**src/rtl/duplex_hs_pkg.sv**
```systemverilog
// Shared constants and helpers for the bidirectional handshake port.
// Assumes an 8-bit status byte whose bit positions are fixed by software.
package duplex_hs_pkg;
    localparam int STAT_W      = 8;
    localparam int ST_OBF_BIT  = 7;
    localparam int ST_IETX_BIT = 6;
    localparam int ST_IBF_BIT  = 5;
    localparam int ST_IERX_BIT = 4;
    localparam int ST_IRQ_BIT  = 3;

    typedef struct packed {
        logic obf_n;
        logic ie_tx;
        logic ibf;
        logic ie_rx;
        logic irq;
    } hs_state_t;

    // Pack handshake state into the status byte; low bits stay zero.
    function automatic logic [STAT_W-1:0] pack_status(input hs_state_t s);
        logic [STAT_W-1:0] v;
        v = '0;
        v[ST_OBF_BIT]  = s.obf_n;
        v[ST_IETX_BIT] = s.ie_tx;
        v[ST_IBF_BIT]  = s.ibf;
        v[ST_IERX_BIT] = s.ie_rx;
        v[ST_IRQ_BIT]  = s.irq;
        return v;
    endfunction
endpackage

```
**src/rtl/hs_tx_side.sv**
```systemverilog
// Transmit direction: holds the host byte, runs the full flag and
// remembers that the partner has taken the byte.
// Assumes ack_n is already synchronous to clk.
module hs_tx_side #(
    parameter int DATA_W = 8
) (
    input  logic              clk,
    input  logic              rst_n,
    input  logic              wr,
    input  logic [DATA_W-1:0] wdata,
    input  logic              ack_n,
    output logic [DATA_W-1:0] latch_q,
    output logic              obf_n,
    output logic              done
);
    // Transmit latch, full flag and taken flag; a write beats an acknowledge.
    always_ff @(posedge clk) begin
        if (!rst_n) begin
            latch_q <= '0;
            obf_n   <= 1'b1;
            done    <= 1'b0;
        end else if (wr) begin
            latch_q <= wdata;
            obf_n   <= 1'b0;
            done    <= 1'b0;
        end else if (!ack_n) begin
            obf_n   <= 1'b1;
            done    <= 1'b1;
        end
    end
endmodule

```
**src/rtl/hs_rx_side.sv**
```systemverilog
// Receive direction: captures the bus while strobe is low and keeps
// the full flag until the host reads. Assumes stb_n is synchronous.
module hs_rx_side #(
    parameter int DATA_W = 8
) (
    input  logic              clk,
    input  logic              rst_n,
    input  logic              stb_n,
    input  logic [DATA_W-1:0] bus_in,
    input  logic              rd,
    output logic [DATA_W-1:0] latch_q,
    output logic              ibf
);
    // Receive latch loads on strobe; strobe beats a host read.
    always_ff @(posedge clk) begin
        if (!rst_n) begin
            latch_q <= '0;
            ibf     <= 1'b0;
        end else if (!stb_n) begin
            latch_q <= bus_in;
            ibf     <= 1'b1;
        end else if (rd) begin
            ibf     <= 1'b0;
        end
    end
endmodule

```
**src/rtl/hs_irq_status.sv**
```systemverilog
// Interrupt enables, interrupt request and status packing.
// Assumes flags come straight from the direction registers.
module hs_irq_status
    import duplex_hs_pkg::*;
(
    input  logic              clk,
    input  logic              rst_n,
    input  logic              ie_wr,
    input  logic              ie_tx_val,
    input  logic              ie_rx_val,
    input  logic              obf_n,
    input  logic              tx_done,
    input  logic              ibf,
    output logic              irq,
    output logic [STAT_W-1:0] status
);
    logic ie_tx_q;
    logic ie_rx_q;
    hs_state_t st;

    // Enable registers, loaded together by the host.
    always_ff @(posedge clk) begin
        if (!rst_n) begin
            ie_tx_q <= 1'b0;
            ie_rx_q <= 1'b0;
        end else if (ie_wr) begin
            ie_tx_q <= ie_tx_val;
            ie_rx_q <= ie_rx_val;
        end
    end

    // Combine the two request terms and pack the status byte.
    always_comb begin
        irq      = (ibf & ie_rx_q) | (tx_done & ie_tx_q);
        st.obf_n = obf_n;
        st.ie_tx = ie_tx_q;
        st.ibf   = ibf;
        st.ie_rx = ie_rx_q;
        st.irq   = irq;
        status   = pack_status(st);
    end
endmodule

```
**src/rtl/duplex_hs_port.sv**
```systemverilog
// Top of the bidirectional handshake port: two latches sharing one
// set of pins, drivers enabled only while the partner acknowledges.
// Assumes partner handshake inputs are synchronous to clk.
module duplex_hs_port
    import duplex_hs_pkg::*;
#(
    parameter int DATA_W = 8
) (
    input  logic              clk,
    input  logic              rst_n,
    input  logic              host_wr,
    input  logic [DATA_W-1:0] host_wdata,
    input  logic              host_rd,
    input  logic              ie_wr,
    input  logic              ie_tx_val,
    input  logic              ie_rx_val,
    input  logic              ack_n,
    input  logic              stb_n,
    input  logic [DATA_W-1:0] pad_in,
    output logic [DATA_W-1:0] pad_out,
    output logic              pad_oe,
    output logic              obf_n,
    output logic              ibf,
    output logic              intr,
    output logic [DATA_W-1:0] rx_data,
    output logic [STAT_W-1:0] status
);
    logic tx_done;

    hs_tx_side #(.DATA_W(DATA_W)) u_tx (
        .clk(clk), .rst_n(rst_n), .wr(host_wr), .wdata(host_wdata),
        .ack_n(ack_n), .latch_q(pad_out), .obf_n(obf_n), .done(tx_done)
    );

    hs_rx_side #(.DATA_W(DATA_W)) u_rx (
        .clk(clk), .rst_n(rst_n), .stb_n(stb_n), .bus_in(pad_in),
        .rd(host_rd), .latch_q(rx_data), .ibf(ibf)
    );

    hs_irq_status u_irq (
        .clk(clk), .rst_n(rst_n), .ie_wr(ie_wr), .ie_tx_val(ie_tx_val),
        .ie_rx_val(ie_rx_val), .obf_n(obf_n), .tx_done(tx_done),
        .ibf(ibf), .irq(intr), .status(status)
    );

    // Pin drivers follow the partner acknowledge directly.
    always_comb pad_oe = ~ack_n;
endmodule

```
**config.mk**
```make
export PLATFORM = sky130hd
export DESIGN_NAME = duplex_hs_port
export DESIGN_NICKNAME = d
export VERILOG_FILES = /design/src/rtl/duplex_hs_pkg.sv /design/src/rtl/hs_tx_side.sv /design/src/rtl/hs_rx_side.sv /design/src/rtl/hs_irq_status.sv /design/src/rtl/duplex_hs_port.sv
export SDC_FILE = /design/constraint.sdc
export NUM_CORES = 1
export LEC_CHECK = 0
export BUFFER_PORTS_ARGS = -buffer_cell sky130_fd_sc_hd__buf_2
export CAP_MARGIN = 30
export CORE_ASPECT_RATIO = 0.7
export CORE_MARGIN = 3
export CORE_UTILIZATION = 35
export CTS_BUF_LIST = sky130_fd_sc_hd__clkbuf_8 sky130_fd_sc_hd__clkbuf_16
export DETAILED_ROUTE_END_ITERATION = 6
export PLACE_DENSITY = 0.78
export SYNTH_ARGS = -nofsm -noshare
export SYNTH_HDL_FRONTEND = slang
export SYNTH_SLANG_ARGS = --single-unit
```
**constraint.sdc**
```tcl
create_clock -name clk -period 0.87 [get_ports clk]
set_input_delay 0.087 -clock clk [delete_from_list [all_inputs] [get_ports clk]]
set_output_delay 0.087 -clock clk [all_outputs]
set_load 0.1 [all_outputs]
```
==> results of run 1 <==
[state kept, by name (all words and copies together), names as in the netlist]
signal,count
u_rx.ibf,1
u_rx.latch_q,8
u_irq.ie_rx_q,1
u_irq.ie_tx_q,1
u_tx.done,1
u_tx.latch_q,8
u_tx.obf_n,1
[final cells by class]
| type | count | area, um2 | share of cell area, % |
|---|---|---|---|
| clock buffers | 3 | 41.29 | 2.584 |
| inverters | 2 | 7.507 | 0.4699 |
| well taps | 32 | 40.04 | 2.506 |
| repair buffers | 53 | 658.1 | 41.19 |
| multi-input cells | 45 | 356.6 | 22.32 |
| flip-flops and latches | 21 | 490.5 | 30.70 |
| clock inverters | 1 | 3.754 | 0.2349 |
[power groups by stage]
stage	logic [mW]	registers, mW	clock network, mW
floorplan	0.353	1.42	0
global placement	1.03	1.08	0
detailed placement	1.04	1.08	0
CTS	1.05	1.06	0.645
global route	1.08	1.07	0.681
finish	1.05	1.06	0.623
[path summary, 6_finish.rpt]
| path | startpoint | to | slack [ns] | cells past startpoint |
|---|---|---|---|---|
| setup reg to reg | u_rx.ibf$_SDFFE_PN0P_ | u_rx.ibf$_SDFFE_PN0P_ | 0.04 | 4 |
| hold reg to reg | u_tx.done$_SDFFE_PP0N_ | u_tx.done$_SDFFE_PP0N_ | 0.54 | 1 |
| hold / removal | pad_in[2] | u_rx.latch_q[2]$_SDFFE_PN0N_ | 0.08 | 3 |
| setup / recovery | u_rx.ibf$_SDFFE_PN0P_ | status[3] | -0.25 | 2 |
[kinds of logic after synthesis]
kind of cell | synth area share [%]
DFF | 48.91
and+or+nand+nor | 14.56
muxes | 20.96
buffers and inverters | 11.50
AOI/OAI and AO/OA | 3.639
other | 0.4363
[worst reg2reg max path, cell delays in order (launching register included)]
cell and delay, ns:
dfxtp_4 0.35, buf_4 0.13, buf_6 0.12, nand2b_1 0.06, a21boi_1 0.06
[through the flow]
step / cell area [um2] / TNS, ns / cells / total power [mW]
2_1_floorplan: 963.4 / -0.6634 / 80 / 1.771
3_3_place_gp: 1535 / 0 / 152 / 2.107
3_5_place_dp: 1535 / 0 / 152 / 2.125
4_1_cts: 1598 / -1.545 / 157 / 2.759
5_1_grt: 1598 / -1.946 / 157 / 2.831
6_report: 1598 / -1.320 / 157 / 2.729
[layout by cell type (no fill, tap or decap)]
master and instances:
buf_4 2, buf_12 25, inv_1 3, clkbuf_8 3, buf_6 2, conb_1 3, a22o_4 1, o21ai_0 1
a21boi_1 1, dfxtp_4 18, buf_2 24, nor2b_1 19, mux2i_1 18, o211a_1 1, dfxtp_1 1, dfxtp_2 2
nand2b_1 1
[timing repair]
action / CTS / global route
setup endpoints to repair: 24 / 25
resized for setup: 4 / 2
buffers inserted: 1 / 1
pin swaps: 1 / 0
[layer usage]
| metal | up-vias | GRT usage (%) | routed length (um) |
|---|---|---|---|
| met5 | - | 0 | 0 |
| met4 | 0 | 3.719 | 8 |
| met3 | 2 | 7.042 | 193 |
| met2 | 32 | 23.74 | 1006 |
| met1 | 308 | 15.45 | 793 |
| li1 | 338 | - | - |
==> results.yml, run 1 <==
synth:
  synth_seq_area_share_pct: 48.91
  synth_area_per_cell_um2: 11.02
  synth_commonest_cells: "dfxtp_1 (21), nor2b_1 (19), mux2i_1 (18), buf_4 (8)"
  yosysMostFrequentCell: "dfxtp_1"
  async_reset_ff_share_pct: 0
  synth_top_area_share_pct: 48.91
  yosysTopAreaCell: "dfxtp_1"
  synth-seq-cells: 21
  synthTopCellsByArea: "dfxtp_1 (49%), mux2i_1 (21%), nor2b_1 (14%)"
  syn_area_um2: 859.6
  synth_edf_count: 0
  netlist_instances: 78
  ys.flop_type: "dfxtp_1"
  ys_warn_count: 0
  synth.distinct_cells: 14
cts:
  clk_pin_slew_ns: 0.07
  htree_levels: 1
  cts.hold.buffers_added: 0
  cts_made_buffers: 3
  clkSinkCount: 21
  cts-root-buf: "clkbuf_8"
  worstSkewPairLatency_ns: 0.26
  cts_tree: "done"
  clk_path_buf_depth: 2
sta:
  period_minus_slack_ns: 1.124
  hold_violations: 0
  slew_violations: 0
  fin_ws_ns: -0.2543
  min_period_over_period_pct: 129.2
  grt_setup_unrepaired: "yes"
  whs_ns: 0.08346
  skew_ns: 0
  clock.fmax_ghz: 0.8894
  setup_viol: 21
grt:
  grt_pass1_vias: 649
  grt_pass1_wl_um: 3132
  antenna_found_initial: 0
  grt.total_usage_pct: 13.74
  overflow: 0
  grt_max_degree: 22
detailed_routing:
  routedWlPerCell_um: 12.76
  firstDrtPassIters: 2
  remaining_drc_errors: 0
  vias_per_cell: 4.331
  first_iter_violations: 7
  wl_um: 2003
  vias: 680
  ant_nets: 0
critical_path:
  crit_type: "register to output pin"
  critPathBufInv: 1
  worstPathArrival_ns: 1.04
  critPathMaxStageDelay_ns: 0.35
  crit_path_end_kind: "output pin"
  crit_fanout: 2
  worstPathCellList: "a22o_4 -> buf_12"
  setup.worst_path.start_class: "register"
  required_ns: 0.78
  critPathSlowestCell: "dfxtp_4"
  cp_top_family: "flip-flops"
power_and_ir_drop:
  intPower_mw: 1.693
  pwr-share-seq_pct: 38.9
  pwr-share-clk_pct: 22.8
  ir_drop_v: 0.001364
  switchingPower_mw: 1.036
  powerDensity_nw_per_um2: 1708
  p_sw_share_pct: 37.97
  power.share.combinational_pct: 38.3
  leakage_nw: 0.7337
cells_and_area:
  final_nets: 151
  drive_above_1_share_pct: 61.60
  antenna_cells: 0
  final_util_pct: 71.26
  area_delta_synth_final_pct: 85.88
  fill_cells: 178
die:
  ios: 53
  core_area_um2: 2242
  rows: 14
  die_area_um2: 3096
  die_y_um: 47.46
  start_util_pct: 38.34
  die_x_um: 65.23
job:
  maxCapViolations: 0
placed_design:
  dp_slack_ns: 0.01624
  port_buffers: 49
  gp_congestion: 0.6594
status:
  failed_checks: "negative setup slack"
  status: "complete, but fails checks"
hold_path:
  hold_class: "input pin to register"
Power figures use the tool's default switching activity.
==> run 2, diff against run 1 <==
--- a/config.mk
+++ b/config.mk
@@ -12,7 +12,7 @@
 export CORE_UTILIZATION = 35
 export CTS_BUF_LIST = sky130_fd_sc_hd__clkbuf_8 sky130_fd_sc_hd__clkbuf_16
 export DETAILED_ROUTE_END_ITERATION = 6
-export PLACE_DENSITY = 0.78
+export PLACE_DENSITY = 0.81
 export SYNTH_ARGS = -nofsm -noshare
 export SYNTH_HDL_FRONTEND = slang
 export SYNTH_SLANG_ARGS = --single-unit
==> constraint.sdc (replaced) <==
create_clock -name clk -period 0.94 [get_ports clk]
set_input_delay 0.094 -clock clk [delete_from_list [all_inputs] [get_ports clk]]
set_output_delay 0.094 -clock clk [all_outputs]
set_load 0.1 [all_outputs]
==> run 2 against run 1 <==
Net effect:
- the run still ends with negative setup slack left
- cell area increased by 0.55%
- clock skew unchanged
- clock-buffer cell count unchanged
- largest power group unchanged
==> results.yml, run 2 (synthesized netlist as in run 1, its figures left out) <==
status:
  status: "complete, but fails checks"
  failed_checks: "negative setup slack"
cts:
  clkSinkCount: 21
  worstSkewPairLatency_ns: 0.25
  cts_made_buffers: 3
  clk_pin_slew_ns: 0.08
  cts_tree: "done"
  cts.hold.buffers_added: 0
  cts-root-buf: "clkbuf_8"
  clk_path_buf_depth: 2
  htree_levels: 1
grt:
  grt_pass1_wl_um: 3139
  grt_pass1_vias: 693
  antenna_found_initial: 0
  grt_max_degree: 22
  grt.total_usage_pct: 14.49
  overflow: 0
power_and_ir_drop:
  powerDensity_nw_per_um2: 1578
  leakage_nw: 0.7370
  p_total_mw: 2.534
  ir_drop_v: 0.001220
critical_path:
  worstPathCellList: "a22o_4 -> buf_12"
  crit_fanout: 2
  setup.worst_path.start_class: "register"
  cp_top_family: "flip-flops"
  critPathMaxStageDelay_ns: 0.34
  crit_path_end_kind: "output pin"
  critPathBufInv: 1
  crit_type: "register to output pin"
  required_ns: 0.85
  worstPathArrival_ns: 1.04
  critPathSlowestCell: "dfxtp_2"
sta:
  grt_setup_unrepaired: "yes"
  skew_ns: 0
  hold_violations: 0
  setup_viol: 6
  fin_ws_ns: -0.1910
  slew_violations: 0
  period_minus_slack_ns: 1.131
  clock.fmax_ghz: 0.8842
  min_period_over_period_pct: 120.3
  fin_setup_tns_ns: -0.7829
detailed_routing:
  vias: 695
  wl_um: 2132
  vias_per_cell: 4.399
  firstDrtPassIters: 3
  routedWlPerCell_um: 13.49
  ant_nets: 0
  first_iter_violations: 5
  remaining_drc_errors: 0
die:
  rows: 14
  start_util_pct: 38.34
  die_area_um2: 3096
  die_y_um: 47.46
  ios: 53
  die_x_um: 65.23
  core_area_um2: 2242
cells_and_area:
  antenna_cells: 0
  final_util_pct: 71.65
  drive_above_1_share_pct: 62.70
  area_delta_synth_final_pct: 86.90
  fill_cells: 163
  final_cell_mix: "buf_12 (25), buf_2 (24), nor2b_1 (19)"
  largestRegisters: "u_rx.latch_q (8), u_tx.latch_q (8)"
  final_cells: 158
  final_nets: 152
  final_common_cell: "buf_12"
placed_design:
  dp_slack_ns: 0.07419
  port_buffers: 49
  gp_congestion: 0.6223
  dpl.cell_count: 152
  dp_hpwl_um: 1748
hold_path:
  hold_class: "input pin to register"
job:
  maxCapViolations: 0
run 2: cell types whose count changed in the layout (fill, tap and decap cells not counted), sizes merged:
cell,before,now
buf,53,54
clkinv,0,1
inv,3,2
run 2: worst paths after layout:
check / from / to / slack [ns] / cells after the start
min reg2reg: u_tx.done$_SDFFE_PP0N_ / u_tx.done$_SDFFE_PP0N_ / 0.54 / 1
max: u_irq.ie_rx_q$_SDFFE_PN0P_ / status[3] / -0.19 / 2
max reg2reg: u_irq.ie_tx_q$_SDFFE_PN0P_ / u_irq.ie_tx_q$_SDFFE_PN0P_ / 0.06 / 4
min: pad_in[5] / u_rx.latch_q[5]$_SDFFE_PN0N_ / 0.08 / 3
run 2: worst reg2reg max path: stages, from the launching register on:
cell and delay [ns]:
dfxtp_2 0.34, buf_6 0.12, buf_4 0.12, mux2i_1 0.13, nor2b_1 0.06
run 2: where the power goes:
| group | total (mW) | internal (mW) | switching [mW] |
|---|---|---|---|
| Clock | 0.576 | 0.295 | 0.281 |
| Sequential | 0.984 | 0.927 | 0.0569 |
| Combinational | 0.975 | 0.352 | 0.623 |
| Total | 2.53 | 1.57 | 0.961 |
run 2: per-stage QoR:
| step | hold WS [ns] | cell area (um2) |
|---|---|---|
| 2_1_floorplan | 0.2371 | 959.7 |
| 3_3_place_gp | 0.3463 | 1535 |
| 3_5_place_dp | 0.3574 | 1535 |
| 4_1_cts | 0.08060 | 1595 |
| 5_1_grt | 0.07909 | 1607 |
| 6_report | 0.08189 | 1607 |
run 2: timing repair:
action / in CTS / in global routing
endpoints found under the setup margin: 6 / 6
buffers inserted: 1 / 1
gates resized for setup: 3 / 1
hold endpoints to repair: 0 / 0
pin swaps: 1 / 0
run 2: per-layer routing:
layer | up-vias | global-route usage, % | routed length [um]
met3 | 4 | 6.103 | 186
li1 | 340 | - | -
met1 | 317 | 13.65 | 768
met5 | - | 0 | 0
met4 | 0 | 6.198 | 27
met2 | 34 | 28.77 | 1151
run 2: cell type report:
class / count / area, um2 / share of cell area (%)
multi-input combinational: 45 / 356.6 / 22.20
clock inverter: 1 / 5.005 / 0.3115
sequential: 21 / 490.5 / 30.53
timing repair buffer: 54 / 665.6 / 41.43
tap: 32 / 40.04 / 2.492
inverter: 2 / 7.507 / 0.4673
clock buffer: 3 / 41.29 / 2.570
